$ cat src/rtl/pps_cmd_pkg.sv
package pps_cmd_pkg;

   localparam int CMD_W = 4;

   localparam logic [CMD_W-1:0] CMD_NONE         = 4'd0;
   localparam logic [CMD_W-1:0] CMD_START_ONE    = 4'd1;
   localparam logic [CMD_W-1:0] CMD_START_TRAIN  = 4'd2;
   localparam logic [CMD_W-1:0] CMD_CANCEL_START = 4'd3;
   localparam logic [CMD_W-1:0] CMD_STOP_AT      = 4'd4;
   localparam logic [CMD_W-1:0] CMD_STOP_NOW     = 4'd5;
   localparam logic [CMD_W-1:0] CMD_CANCEL_STOP  = 4'd6;

   typedef enum logic [2:0] {
      ST_IDLE,
      ST_ARM_ONE,
      ST_ARM_TRAIN,
      ST_PULSE,
      ST_TRAIN,
      ST_TRAIN_STOP
   } pps_state_e;

   function automatic logic is_running(pps_state_e s);
      return (s == ST_PULSE) || (s == ST_TRAIN) || (s == ST_TRAIN_STOP);
   endfunction

endpackage

$ cat src/rtl/pps_time_cmp.sv
module pps_time_cmp #(
   parameter int SEC_W = 32,
   parameter int NS_W  = 30
) (
   input  logic [SEC_W-1:0] sys_sec,
   input  logic [NS_W-1:0]  sys_ns,
   input  logic [SEC_W-1:0] tgt_sec,
   input  logic [NS_W-1:0]  tgt_ns,
   output logic             reached
);

   generate
      if (SEC_W < 1 || NS_W < 1) begin : g_bad_width
         $error("pps_time_cmp: time widths must be positive");
      end
   endgenerate

   logic sec_gt;
   logic sec_eq;
   logic ns_ge;

   assign sec_gt  = sys_sec > tgt_sec;
   assign sec_eq  = sys_sec == tgt_sec;
   assign ns_ge   = sys_ns >= tgt_ns;
   assign reached = sec_gt | (sec_eq & ns_ge);

   always_comb begin
      AST_MATCH_ORDER: assert (!(sys_sec < tgt_sec) || !reached);
   end

endmodule

$ cat src/rtl/pps_cmd_slot.sv
module pps_cmd_slot #(
   parameter int CMD_W = 4
) (
   input  logic             clk,
   input  logic             rst_n,
   input  logic             wr,
   input  logic [CMD_W-1:0] wdata,
   output logic [CMD_W-1:0] cmd,
   output logic             busy
);

   generate
      if (CMD_W < 3) begin : g_bad_cmd
         $error("pps_cmd_slot: command field too narrow");
      end
   endgenerate

   logic [CMD_W-1:0] slot_q;

   always_ff @(posedge clk or negedge rst_n) begin
      if (!rst_n) begin
         slot_q <= '0;
      end else if (slot_q != '0) begin
         slot_q <= '0;
      end else if (wr) begin
         slot_q <= wdata;
      end
   end

   assign cmd  = slot_q;
   assign busy = slot_q != '0;

   AST_BUSY_ONE_CYCLE: assert property (@(posedge clk) disable iff (!rst_n)
      busy |=> !busy);

endmodule

$ cat src/rtl/pps_pulse_gen.sv
module pps_pulse_gen #(
   parameter int TICK_W = 16
) (
   input  logic              clk,
   input  logic              rst_n,
   input  logic              start,
   input  logic              hold,
   input  logic              train,
   input  logic [TICK_W-1:0] width,
   input  logic [TICK_W-1:0] period,
   output logic              pps,
   output logic              width_done
);

   localparam int CW = TICK_W + 1;

   generate
      if (TICK_W < 2) begin : g_bad_tick
         $error("pps_pulse_gen: tick counter too narrow");
      end
   endgenerate

   logic [TICK_W-1:0] cnt_q;
   logic [CW-1:0]     inc;
   logic              wrap;
   logic [TICK_W-1:0] cnt_nxt;
   logic              pps_q;

   assign inc        = {1'b0, cnt_q} + CW'(1);
   assign wrap       = train && (inc >= {1'b0, period});
   assign cnt_nxt    = wrap ? '0 : inc[TICK_W-1:0];
   assign width_done = inc >= {1'b0, width};

   always_ff @(posedge clk or negedge rst_n) begin
      if (!rst_n) begin
         cnt_q <= '0;
         pps_q <= 1'b0;
      end else if (start) begin
         cnt_q <= '0;
         pps_q <= width != '0;
      end else if (hold) begin
         cnt_q <= cnt_nxt;
         pps_q <= cnt_nxt < width;
      end else begin
         cnt_q <= '0;
         pps_q <= 1'b0;
      end
   end

   assign pps = pps_q;

   AST_HIGH_WITHIN_WIDTH: assert property (@(posedge clk) disable iff (!rst_n)
      pps_q |-> (cnt_q < width));

   AST_NO_OVERFLOW: assert property (@(posedge clk) disable iff (!rst_n)
      (train && hold && !start) |-> (cnt_q < period));

endmodule

$ cat src/rtl/pps_cmd_ctrl.sv
module pps_cmd_ctrl
   import pps_cmd_pkg::*;
#(
   parameter int SEC_W   = 32,
   parameter int NS_W    = 30,
   parameter int TICK_W  = 16,
   parameter bit CMP_REG = 1'b0
) (
   input  logic              clk,
   input  logic              rst_n,
   input  logic [SEC_W-1:0]  sys_sec,
   input  logic [NS_W-1:0]   sys_ns,
   input  logic [SEC_W-1:0]  tgt_sec,
   input  logic [NS_W-1:0]   tgt_ns,
   input  logic [TICK_W-1:0] pulse_width,
   input  logic [TICK_W-1:0] train_period,
   input  logic [1:0]        tgt_mode,
   input  logic              cmd_wr,
   input  logic [CMD_W-1:0]  cmd_wdata,
   output logic              pps_out,
   output logic              tgt_irq,
   output logic              cmd_busy
);

   logic       match_raw;
   logic       match;
   logic       match_q;
   logic       irq_q;
   logic       ctl_en;
   logic       irq_en;
   logic [CMD_W-1:0] cmd;
   pps_state_e state_q;
   pps_state_e state_nxt;
   logic       start_pulse;
   logic       hold_pulse;
   logic       width_done;
   logic       pps_int;

   pps_time_cmp #(.SEC_W(SEC_W), .NS_W(NS_W)) u_cmp (
      .sys_sec (sys_sec),
      .sys_ns  (sys_ns),
      .tgt_sec (tgt_sec),
      .tgt_ns  (tgt_ns),
      .reached (match_raw)
   );

   generate
      if (CMP_REG) begin : g_cmp_reg
         logic match_r;
         always_ff @(posedge clk or negedge rst_n) begin
            if (!rst_n) match_r <= 1'b0;
            else        match_r <= match_raw;
         end
         assign match = match_r;
      end else begin : g_cmp_comb
         assign match = match_raw;
      end
   endgenerate

   pps_cmd_slot #(.CMD_W(CMD_W)) u_slot (
      .clk   (clk),
      .rst_n (rst_n),
      .wr    (cmd_wr),
      .wdata (cmd_wdata),
      .cmd   (cmd),
      .busy  (cmd_busy)
   );

   assign ctl_en = tgt_mode[1];
   assign irq_en = !tgt_mode[0];

   always_comb begin
      state_nxt   = state_q;
      start_pulse = 1'b0;
      unique case (state_q)
         ST_IDLE: begin
            if (cmd == CMD_START_ONE)        state_nxt = ST_ARM_ONE;
            else if (cmd == CMD_START_TRAIN) state_nxt = ST_ARM_TRAIN;
         end
         ST_ARM_ONE: begin
            if (ctl_en && match) begin
               state_nxt   = ST_PULSE;
               start_pulse = 1'b1;
            end else if (cmd == CMD_CANCEL_START && !match) begin
               state_nxt = ST_IDLE;
            end
         end
         ST_ARM_TRAIN: begin
            if (ctl_en && match) begin
               state_nxt   = ST_TRAIN;
               start_pulse = 1'b1;
            end else if (cmd == CMD_CANCEL_START && !match) begin
               state_nxt = ST_IDLE;
            end
         end
         ST_PULSE: begin
            if (width_done) state_nxt = ST_IDLE;
         end
         ST_TRAIN: begin
            if (cmd == CMD_STOP_NOW)     state_nxt = ST_IDLE;
            else if (cmd == CMD_STOP_AT) state_nxt = ST_TRAIN_STOP;
         end
         ST_TRAIN_STOP: begin
            if (cmd == CMD_STOP_NOW)                     state_nxt = ST_IDLE;
            else if (ctl_en && match)                    state_nxt = ST_IDLE;
            else if (cmd == CMD_CANCEL_STOP && !match)   state_nxt = ST_TRAIN;
         end
         default: state_nxt = ST_IDLE;
      endcase
   end

   assign hold_pulse = is_running(state_nxt) && !start_pulse;

   always_ff @(posedge clk or negedge rst_n) begin
      if (!rst_n) begin
         state_q <= ST_IDLE;
         match_q <= 1'b0;
         irq_q   <= 1'b0;
      end else begin
         state_q <= state_nxt;
         match_q <= match;
         irq_q   <= irq_en && match && !match_q;
      end
   end

   pps_pulse_gen #(.TICK_W(TICK_W)) u_pulse (
      .clk        (clk),
      .rst_n      (rst_n),
      .start      (start_pulse),
      .hold       (hold_pulse),
      .train      (state_nxt != ST_PULSE),
      .width      (pulse_width),
      .period     (train_period),
      .pps        (pps_int),
      .width_done (width_done)
   );

   assign pps_out = pps_int;
   assign tgt_irq = irq_q;

   AST_PPS_ONLY_RUNNING: assert property (@(posedge clk) disable iff (!rst_n)
      pps_int |-> is_running(state_q));

   AST_START_ON_MATCH: assert property (@(posedge clk) disable iff (!rst_n)
      (state_q == ST_PULSE && $past(state_q) == ST_ARM_ONE) |-> $past(match && ctl_en));

   AST_IRQ_ONE_CYCLE: assert property (@(posedge clk) disable iff (!rst_n)
      tgt_irq |=> !tgt_irq);

   AST_IRQ_MODE: assert property (@(posedge clk) disable iff (!rst_n)
      tgt_irq |-> !$past(tgt_mode[0]));

endmodule

$ cat config.mk
export PLATFORM = sky130hd
export DESIGN_NAME = pps_cmd_ctrl
export DESIGN_NICKNAME = d
export VERILOG_FILES = /design/src/rtl/pps_cmd_pkg.sv /design/src/rtl/pps_time_cmp.sv /design/src/rtl/pps_cmd_slot.sv /design/src/rtl/pps_pulse_gen.sv /design/src/rtl/pps_cmd_ctrl.sv
export SDC_FILE = /design/constraint.sdc
export NUM_CORES = 1
export LEC_CHECK = 0
export BUFFER_PORTS_ARGS = -buffer_cell sky130_fd_sc_hd__clkbuf_2
export CELL_PAD_IN_SITES_DETAIL_PLACEMENT = 0
export CELL_PAD_IN_SITES_GLOBAL_PLACEMENT = 2
export CORE_AREA = 2 2 129 131
export DETAILED_ROUTE_END_ITERATION = 16
export DIE_AREA = 0 0 131 133
export HOLD_SLACK_MARGIN = 0.02
export PLACE_DENSITY_LB_ADDON = 0.1
export SLEW_MARGIN = 15
export SYNTH_ARGS = -nofsm -noshare
export SYNTH_HDL_FRONTEND = slang
export SYNTH_SLANG_ARGS = --single-unit
$ cat constraint.sdc
create_clock -name clk -period 5.65 [get_ports clk]
set_input_delay 0.2825 -clock clk [delete_from_list [all_inputs] [get_ports clk]]
set_output_delay 0.2825 -clock clk [all_outputs]
set_load 0.02 [all_outputs]
==> results.tsv <==
metric	value	unit
min-delay-path-class	input pin to asynchronous set/reset pin	
start_util	26.3	%
gp_congestion	0.882	
combPwrFrac	50.3	%
first_iter_violations	109	
nets	996	
syn_avg_cell_area	7.79	um^2
timing_worst_slew_pin_value	0.656	ns
result_of_the_run	finished clean	
critical_path.n_buffers_inverters	4	
xor_xnor_share_of_the_synthesized_area	3.09	%
crit_path_start_kind	register	
relative_contribution_of_sequential_cells_to_total_power	28.9	%
switching_share	37.5	%
cp_cell_sequence	nand3_1 > nor3_1 > buf_4 > and4_1 > xnor2_1 > inv_1 > ha_1 > nand3_1 > nor4_1 > buf_4 > a211oi_1 > and3_1 > a211o_2 > o22ai_4 > buf_12 > nor2_1 > ha_1 > nand4_1 > or2_2 > nor3_1 > nand3b_1 > o211a_1	
route.detailed.drc	0	
r2r_end	u_pulse.pps$_DFF_PN0_	
dieWidth	131	um
clockPowerShare	20.8	%
flow.area_growth_from_synthesis	29.5	%
p_int	0.000510	W
max_freq	212	MHz
top_family_by_delay_on_critical_path	simple AND/OR/NAND/NOR gates	
worst_ep_arrival_time	4.87	ns
number_of_antenna_violations_at_the_first_check_in_global_routing	0	
cts-buffers-inserted	3	
worstSkewPairLatency	0.25	ns
tritoncts	yes	
hold_viol_final	0	
yosys_synthesis_warning_count	0	
dpl_worst_slack	0.818	ns
via_count	4239	
number_of_cells_produced_by_synthesis	545	
globalRouteMet1Util	19.6	%
synth_async_sr_flop_share	100	%
max_cap_violations	0	
cts.clk_slew.worst_paths	0.06	ns
largest_net_degree_at_the_start_of_global_routing	27	
drt-total-wl	12400	um
vias_per_cell	4.51	
r2r.worst_path.cells	22	
cpPeakStageDelay	0.40	ns
critPathKind	register to register	
grt.overflow.total	0	
die_h	133	um
clock-root-buffer	sky130_fd_sc_hd__clkbuf_16	
post_cts.repair.setup_buffers	0	
grt_util_met3	0.687	%
clkSinkCount	26	
synth_fp_nets	820	
dr.pass1.iters	4	
fillerInstances	1749	
power_leakage	3.36	nW
m2_gr_usage	25.4	%
cts-root-to-sink-buffers	2	
powerDensity	148	nW/um^2
relSlewSlack	55.9	%
layout_common_cells	sky130_fd_sc_hd__clkbuf_2, sky130_fd_sc_hd__inv_1, sky130_fd_sc_hd__ha_1	
utilization	34.0	%
ir_drop	0.104	mV
dp.final_hpwl	11400	um
finalMaxSlewViolations	0	
synth_compound_gate_area_share	16.3	%
layout_setup_ws	0.925	ns
drive_above_1_share	27.5	%
count_of_flip_flops_with_a_built_in_enable_after_synthesis	0	
ctsHtreeMaxLevel	1	
fraction_of_the_mapped_netlist_area_in_adder_cells	32.4	%
worstPathRequired	5.80	ns
r2r_slack	0.93	ns
mapped_cell_area	4250	um^2
multi_input_area	3120	um^2
port_buffers	167	
core_area	16200	um^2
skew	0.00239	ns
power_dissipated_by_switching_net_loads	0.000306	W
placement_rows	47	
antenna_cells_inserted	0	
seq_area_frac_synth	15.3	%
dominantRegCellSynth	sky130_fd_sc_hd__dfrtp_1	
globalRouteTotalUtil	14.4	%
worst_path_cell_with_the_longest_stage_delay	sky130_fd_sc_hd__dfrtp_1	
setup-violations-final	0	
cts-hold-fix-buffers	0	
yosys.cell_types.count	52	
worstReg2RegStart	u_pulse.cnt_q[2]$_DFF_PN0_	
ff_latch_area	651	um^2
yosys-mux-area-fraction	0.884	%
ant_nets	0	
grt_pass1_vias	4382	
worst_hold_slack	0.0475	ns
grt_pass1_wl	20400	um
i_o_pin_count	168	
average_routed_wire_per_standard_cell	13.2	um
finalWorstPathRequiredPeriod	4.72	ns
rsz0062_at_grt	no	
fin_crit_sh	83.6	%
design.die.area	17400	um^2
cp-end-kind	register	
synth_seq_cells	26	
synth_top_family_by_area	adder cells	
globalRoute.busiestLayer	met2	
post_cts.resized_instances	0	
setup-tns-final	0	ns
cp_max_fo	8	
layout_commonest_cell	sky130_fd_sc_hd__clkbuf_2	
synthSimpleGateAreaFrac	20.7	%
==> registers in the layout, indices dropped and copies added, names as in the netlist <==
name	cells
u_pulse.cnt_q	16
u_slot.cmd	4
u_pulse.pps	1
match_q	1
state_q	3
tgt_irq	1
==> how the worst max path moves through the flow <==
| stage | from | endpoint | slack (ns) | cells after the start |
|---|---|---|---|---|
| finish | u_pulse.cnt_q[2]$_DFF_PN0_ | u_pulse.pps$_DFF_PN0_ | 0.93 | 22 |
| CTS | u_pulse.cnt_q[2]$_DFF_PN0_ | u_pulse.pps$_DFF_PN0_ | 0.87 | 24 |
| global placement | u_pulse.cnt_q[2]$_DFF_PN0_ | u_pulse.pps$_DFF_PN0_ | 0.87 | 22 |
| detailed placement | tgt_sec[27] | u_pulse.pps$_DFF_PN0_ | 0.82 | 19 |
| global route | u_pulse.cnt_q[2]$_DFF_PN0_ | u_pulse.pps$_DFF_PN0_ | 0.45 | 24 |
| floorplan | u_pulse.cnt_q[0]$_DFF_PN0_ | u_pulse.pps$_DFF_PN0_ | 1.16 | 24 |
==> logic make-up (layout without fill, tap and decap cells) <==
family	Yosys count	count (layout)
buffers and inverters	122	297
DFF	26	26
adders and majority gates	110	110
and+or+nand+nor	167	167
muxes	2	2
AOI/OAI and AO/OA	103	103
xor gates and xnor gates	15	15
==> worst register-to-register path: stages, from the launching register on <==
cell and delay (ns):
sky130_fd_sc_hd__dfrtp_1 0.40, sky130_fd_sc_hd__nand3_1 0.16, sky130_fd_sc_hd__nor3_1 0.22, sky130_fd_sc_hd__buf_4 0.16, sky130_fd_sc_hd__and4_1 0.22, sky130_fd_sc_hd__xnor2_1 0.20, sky130_fd_sc_hd__inv_1 0.12, sky130_fd_sc_hd__ha_1 0.31
sky130_fd_sc_hd__nand3_1 0.10, sky130_fd_sc_hd__nor4_1 0.30, sky130_fd_sc_hd__buf_4 0.16, sky130_fd_sc_hd__a211oi_1 0.05, sky130_fd_sc_hd__and3_1 0.22, sky130_fd_sc_hd__a211o_2 0.30, sky130_fd_sc_hd__o22ai_4 0.18, sky130_fd_sc_hd__buf_12 0.15
sky130_fd_sc_hd__nor2_1 0.04, sky130_fd_sc_hd__ha_1 0.31, sky130_fd_sc_hd__nand4_1 0.14, sky130_fd_sc_hd__or2_2 0.33, sky130_fd_sc_hd__nor3_1 0.25, sky130_fd_sc_hd__nand3b_1 0.11, sky130_fd_sc_hd__o211a_1 0.21
==> metal layers <==
layer | vias to the layer above | wire [um]
met5 | - | 0
li1 | 2251 | -
met1 | 1879 | 5880
met2 | 105 | 5980
met4 | 0 | 93
met3 | 4 | 486
==> power groups by stage <==
stage / clock [W] / combinational, W / sequential (W)
after detailed placement: 0 / 0.000417 / 0.000239
final: 0.000170 / 0.000410 / 0.000236
after global placement: 0 / 0.000416 / 0.000241
after global routing: 0.000184 / 0.000473 / 0.000241
after floorplan: 0 / 0.000276 / 0.000225
after CTS: 0.000175 / 0.000418 / 0.000236
==> synth_stat cells, types with 5 or more instances <==
master | n | area, um^2
sky130_fd_sc_hd__inv_1 | 113 | 424
sky130_fd_sc_hd__ha_1 | 110 | 1380
sky130_fd_sc_hd__a21oi_1 | 36 | 180
sky130_fd_sc_hd__nor2_1 | 32 | 120
sky130_fd_sc_hd__dfrtp_1 | 26 | 651
sky130_fd_sc_hd__nand3_1 | 25 | 125
sky130_fd_sc_hd__nand2_1 | 24 | 90.1
sky130_fd_sc_hd__nor3_1 | 22 | 110
sky130_fd_sc_hd__nand4_1 | 21 | 131
sky130_fd_sc_hd__a21o_1 | 17 | 128
sky130_fd_sc_hd__o21ai_0 | 17 | 85.1
sky130_fd_sc_hd__xor2_1 | 10 | 87.6
sky130_fd_sc_hd__nand2b_1 | 7 | 43.8
sky130_fd_sc_hd__nor4_1 | 7 | 43.8
sky130_fd_sc_hd__and3_1 | 5 | 31.3
sky130_fd_sc_hd__nor2b_1 | 5 | 31.3
sky130_fd_sc_hd__xnor2_1 | 5 | 43.8
==> cell type report <==
cell class	count	area share [%]
clock buffers	4	1.61
inverters	113	7.71
repair buffers	180	17.2
flip-flops and latches	26	11.8
well taps	220	5.00
multi-input cells	397	56.7
==> through the flow <==
step | total power (W) | area (um^2) | std cells
finish | 0.000816 | 5500 | 940
global route | 0.000899 | 5500 | 940
CTS | 0.000829 | 5500 | 940
detailed placement | 0.000656 | 5410 | 936
global placement | 0.000656 | 5410 | 936
floorplan | 0.000501 | 4250 | 545
No activity file was read; power rests on OpenSTA's default activity.
